[src/rtl/fsk_cid_tx.sv]
module fsk_cid_tx #(
  parameter int DEPTH      = 8,
  parameter int PH_W       = 16,
  parameter int INC_MARK0  = 9830,
  parameter int INC_SPACE0 = 18022,
  parameter int INC_MARK1  = 10650,
  parameter int INC_SPACE1 = 17203,
  parameter int BAUD_STEP  = 3,
  parameter int BAUD_MOD   = 20
) (
  input  logic                   clk,
  input  logic                   rst_n,
  input  logic                   sample_tick,
  input  logic                   enable,
  input  logic                   spec_sel,
  input  logic                   stop2,
  input  logic [7:0]             lead_len,
  input  logic                   wr_en,
  input  logic [7:0]             wr_data,
  output logic                   fifo_empty,
  output logic                   fifo_full,
  output logic                   tx_idle,
  output logic                   irq_empty,
  output logic                   sample_valid,
  output logic signed [PH_W-1:0] sample_out
);
  localparam int AW    = $clog2(DEPTH);
  localparam int CW    = AW + 1;
  localparam int ACC_W = $clog2(BAUD_MOD + BAUD_STEP + 1);

  typedef enum logic [1:0] {S_IDLE, S_LEAD, S_FRAME} st_t;

  logic [7:0]      mem [DEPTH];
  logic [AW-1:0]   wptr, rptr;
  logic [CW-1:0]   count;
  st_t             st;
  logic [10:0]     shreg;
  logic [3:0]      nbits;
  logic [7:0]      lead_cnt;
  logic [ACC_W-1:0] acc;
  logic [PH_W-1:0] phase;

  logic push, pop, load, cur_mark, bit_end, run;
  logic [ACC_W-1:0] acc_sum;
  logic [PH_W-1:0]  inc, ph_next, mag, wave;
  logic [PH_W-3:0]  fold;
  logic [10:0]      frame_word;
  logic [3:0]       frame_len;

  assign fifo_empty = (count == '0);
  assign fifo_full  = (count == CW'(DEPTH));
  assign tx_idle    = (st == S_IDLE);
  assign push       = wr_en && !fifo_full;
  assign run        = sample_tick && enable;

  assign cur_mark = (st != S_FRAME) || shreg[0];
  assign acc_sum  = acc + ACC_W'(BAUD_STEP);
  assign bit_end  = (st != S_IDLE) && (acc_sum >= ACC_W'(BAUD_MOD));

  always_comb begin
    load = 1'b0;
    case (st)
      S_IDLE:  load = !fifo_empty && (lead_len == 8'd0);
      S_LEAD:  load = bit_end && (lead_cnt == 8'd1) && !fifo_empty;
      S_FRAME: load = bit_end && (nbits == 4'd1) && !fifo_empty;
      default: load = 1'b0;
    endcase
  end
  assign pop = run && load;

  assign frame_word = {2'b11, mem[rptr], 1'b0};
  assign frame_len  = stop2 ? 4'd11 : 4'd10;

  assign inc = spec_sel ? (cur_mark ? PH_W'(INC_MARK1) : PH_W'(INC_SPACE1))
                        : (cur_mark ? PH_W'(INC_MARK0) : PH_W'(INC_SPACE0));
  assign ph_next = phase + inc;
  assign fold    = ph_next[PH_W-2] ? ~ph_next[PH_W-3:0] : ph_next[PH_W-3:0];
  assign mag     = {1'b0, fold, 1'b0};
  assign wave    = ph_next[PH_W-1] ? (~mag + 1'b1) : mag;

  always_ff @(posedge clk or negedge rst_n) begin
    if (!rst_n) begin
      wptr  <= '0;
      rptr  <= '0;
      count <= '0;
    end else begin
      if (push) begin
        mem[wptr] <= wr_data;
        wptr <= (wptr == AW'(DEPTH-1)) ? '0 : wptr + 1'b1;
      end
      if (pop) rptr <= (rptr == AW'(DEPTH-1)) ? '0 : rptr + 1'b1;
      count <= count + CW'(push) - CW'(pop);
    end
  end

  always_ff @(posedge clk or negedge rst_n) begin
    if (!rst_n) begin
      st           <= S_IDLE;
      shreg        <= '1;
      nbits        <= '0;
      lead_cnt     <= '0;
      acc          <= '0;
      phase        <= '0;
      sample_out   <= '0;
      sample_valid <= 1'b0;
      irq_empty    <= 1'b0;
    end else begin
      sample_valid <= sample_tick;
      irq_empty    <= pop && (count == CW'(1)) && !push;
      if (sample_tick && !enable) begin
        st         <= S_IDLE;
        acc        <= '0;
        phase      <= '0;
        sample_out <= '0;
      end else if (run) begin
        phase      <= ph_next;
        sample_out <= wave;
        if (st != S_IDLE)
          acc <= bit_end ? acc_sum - ACC_W'(BAUD_MOD) : acc_sum;
        case (st)
          S_IDLE: if (!fifo_empty) begin
            acc <= '0;
            if (lead_len != 8'd0) begin
              st       <= S_LEAD;
              lead_cnt <= lead_len;
            end else begin
              st    <= S_FRAME;
              shreg <= frame_word;
              nbits <= frame_len;
            end
          end
          S_LEAD: if (bit_end) begin
            if (lead_cnt != 8'd1)  lead_cnt <= lead_cnt - 8'd1;
            else if (load) begin
              st    <= S_FRAME;
              shreg <= frame_word;
              nbits <= frame_len;
            end else st <= S_IDLE;
          end
          S_FRAME: if (bit_end) begin
            if (nbits != 4'd1) begin
              shreg <= {1'b1, shreg[10:1]};
              nbits <= nbits - 4'd1;
            end else if (load) begin
              shreg <= frame_word;
              nbits <= frame_len;
            end else st <= S_IDLE;
          end
          default: st <= S_IDLE;
        endcase
      end
    end
  end

  AST_VALID_FOLLOWS_TICK: assert property (@(posedge clk) disable iff (!rst_n)
    sample_tick |=> sample_valid);
  AST_DISABLED_ZERO: assert property (@(posedge clk) disable iff (!rst_n)
    (sample_tick && !enable) |=> (sample_out == '0) && tx_idle);
  AST_FULL_HOLDS: assert property (@(posedge clk) disable iff (!rst_n)
    (fifo_full && wr_en && !sample_tick) |=> fifo_full);
  AST_FLAGS_EXCLUSIVE: assert property (@(posedge clk) disable iff (!rst_n)
    !(fifo_empty && fifo_full));
  AST_IRQ_ONLY_EMPTY: assert property (@(posedge clk) disable iff (!rst_n)
    irq_empty |-> fifo_empty);
  AST_IRQ_SINGLE: assert property (@(posedge clk) disable iff (!rst_n)
    irq_empty |=> !irq_empty);
endmodule

[config.mk]
export PLATFORM = sky130hd
export DESIGN_NAME = fsk_cid_tx
export DESIGN_NICKNAME = d
export VERILOG_FILES = /design/src/rtl/fsk_cid_tx.sv
export SDC_FILE = /design/constraint.sdc
export NUM_CORES = 1
export LEC_CHECK = 0
export ABC_AREA = 1
export BUFFER_PORTS_ARGS = -buffer_cell sky130_fd_sc_hd__buf_2
export CAP_MARGIN = 20
export CORE_MARGIN = 3
export CORE_UTILIZATION = 64
export CTS_BUF_LIST = sky130_fd_sc_hd__clkbuf_8
export DETAILED_ROUTE_END_ITERATION = 8
export PLACE_DENSITY = 0.81
export SLEW_MARGIN = 0
export SYNTH_ARGS = -nofsm -noshare
export SYNTH_HDL_FRONTEND = slang
export SYNTH_SLANG_ARGS = --single-unit
[constraint.sdc]
create_clock -name clk -period 4.02 [get_ports clk]
set_clock_uncertainty 0.15 [all_clocks]
set_input_delay 0.201 -clock clk [delete_from_list [all_inputs] [get_ports clk]]
set_output_delay 0.201 -clock clk [all_outputs]
set_load 0.1 [all_outputs]
==> results.cfg <==
[outcome]
status = complete, no violations

[synth]
synth.distinct_cells = 49
netlist_top_cells_count = nand2_1, inv_1, nor2_1
synth_area_leaders = edfxtp_1, dfrtp_1, nand2_1, o21ai_0, inv_1
syn-mean-instance-area_um2 = 8.43
synth_nets = 1000
synth_area_um2 = 7950
synth.top_cell.area_share_pct = 24.2
yosys_warnings = 0
ys.flop_type = edfxtp_1
post-synth-top-area-cell = edfxtp_1
syn-instance-count = 944
synth_edf_count = 64
ys_seq_area_share_pct = 47.3
synth_most_common_cell = nand2_1
ys_ff_latch = 137
async_reset_ff_share_pct = 53.3

[power_and_ir_drop]
clockPowerShare_pct = 13.8
p_sw_share_pct = 51.6
total_power_uw = 7560
pwr_density_cell_nw_per_um2 = 850
net-switching-power_uw = 3900
p_int_uw = 3660
pwr-share-comb_pct = 58.6
seqPwrFrac_pct = 27.7
p_leak_uw = 0.00403
ir_worst_vdd_v = 0.000400

[layout]
stdcell_count = 1190
area_growth_syn_to_layout_pct = 11.7
fill_cells = 925
antenna_cells = 0
drive_above_1_share_pct = 14.2
multi_input_area_um2 = 3650
nNetsFinal = 1065
ff_latch_area_um2 = 3760

[placement]
portBuffers = 42
place.gp.congestion = 0.991
preCtsSetupSlack_ps = 239
dp_hpwl_um = 12500
placedCellCount = 1135

[drt]
vias = 6617
drt_iter0_drc = 593
viasPerCell = 5.56
drt_pass1_iterations = 7
wl_um = 17900
wl_per_cell_um = 15.0
drtAntennaViolNets = 0
route.detailed.drc = 0

[sta]
hold_ws_ps = 92.0
fmax_mhz = 271
period_share_pct = 91.9
period_needed_ps = 3690
max_slew.worst_pin.slew_ps = 885
slew_headroom_pct = 40.9
setup_ws_ps = 326
finalHoldViolCount = 0
setup_viol = 0
drv_slew = 0

[clock_tree]
clockBufferDepth = 2
cts_tree = yes
clock-root-buffer = clkbuf_8
cts_buffers = 17
cts-htree-levels = 4
insertion_delay_ps = 450
clock_sinks = 137
clk_pin_slew_ps = 80

[worst_setup_path]
critPathKind = reg2reg
cpLargestDelayFamily = simple AND/OR/NAND/NOR gates
path_buf_inv = 2
cp_common_cell = nand2_2
slowest_stage = dfrtp_1
worstPathArrival_ps = 3890
critPathMaxFanout = 17
critPathCaptureType = register
required_ps = 4220
ff2ff_setup_slack_ps = 330
start_kind = register
slowest_delay_ps = 410

[floorplan]
core_region_area_um2 = 12100
io_pins = 44
start_util_pct = 65.9
die_h_um = 117
die_area_um2 = 13800
fp-row-count = 40
die_w_um = 117

[global_route]
grt_start_max_net_pins = 39
grt.total_usage_pct = 26.8
overflow = 0
antenna_found_initial = 0
grt_pass1_wl_um = 30000
grt_pass1_vias = 6313

[hold_path]
hold_path.class = in2async

[flow_run]
maxCapViolations = 0
[timing repair]
item	4_1_cts	5_1_grt
gates resized for setup	0	2
hold buffers	21	0
hold endpoints to repair	113	0
endpoints found under the setup margin	0	7
buffers inserted	0	2
[per-stage QoR]
step | utilization, % | TNS (ps) | cell area, um2
after floorplan | - | 0 | 7950
after global placement | 68.8 | 0 | 8300
after detailed placement | 68.8 | 0 | 8300
after CTS | 73.5 | 0 | 8860
after global routing | 73.7 | -10.0 | 8890
final | 73.7 | 0 | 8890
[area by class of cell]
type	instances	share of cell area [%]
inverter	113	4.77
timing repair buffer	71	5.43
multi-input combinational	669	41.1
clock inverter	15	1.41
tap	168	2.37
clock buffer	17	2.63
sequential	137	42.3
[sequential cells by signal (all words and copies together) (netlist names), 4 cells and up]
signal / flops
sample_out: 15
nbits: 4
shreg: 11
phase: 16
acc: 5
lead_cnt: 8
mem: 64
count: 4
[final timing paths]
check                               from  cells after the start              to
min in group clk           sample_out[2]                      2   sample_out[2]
hold / removal                     rst_n                      2     lead_cnt[2]
max in group asynchronous          rst_n                      3        shreg[7]
setup / recovery                   st[0]                     26  sample_out[13]
setup reg to reg                   st[0]                     26  sample_out[13]
hold reg to reg            sample_out[2]                      2   sample_out[2]
[power groups by stage]
stage               clock network [uW]  logic, uW  registers, uW
CTS                               1060       4350           2080
global route                      1130       4960           2130
global placement                     0       4220           2100
detailed placement                   0       4300           2110
finish                            1040       4430           2090
floorplan                            0       3120           2480
[kinds of logic after synthesis]
| family | synth area share, % |
|---|---|
| AND/OR/NAND/NOR | 25.9 |
| AO/OA/AOI/OAI | 13.0 |
| buffers and inverters | 6.92 |
| flip-flops | 47.3 |
| adder cells (fa/ha/maj) | 5.29 |
| XOR/XNOR | 1.54 |
| other | 0.0471 |
[per-layer routing]
layer | part of all wire, % | track usage [%] | wire [um]
met3 | 4.7 | 6.05 | 839
met5 | 0 | 0 | 0
met4 | 2.2 | 8.86 | 401
met2 | 48 | 44.6 | 8660
met1 | 45 | 35.0 | 7980
[placed cells by master, fill, tap and decap left out, drive strengths merged, types with 2 or more instances in the layout]
cell and count:
nor4 4, a22oi 2, a211oi 2, dlygate4sd3 21
buf 50, inv 117, a32oi 3, clkinv 6
o21ai 99, nand4 15, o21bai 3, nor2 112
a221oi 2, dfstp 11, xnor2 5, nand2 234
dfrtp 62, o22ai 20, clkinvlp 4, o311ai 3
nand3 62, o2111ai 4, xor2 9, a31oi 10
clkbuf 17, or2 4, nor3 12, ha 32
edfxtp 64, o211ai 4, a21oi 22
(Power assumes the default switching activity.)
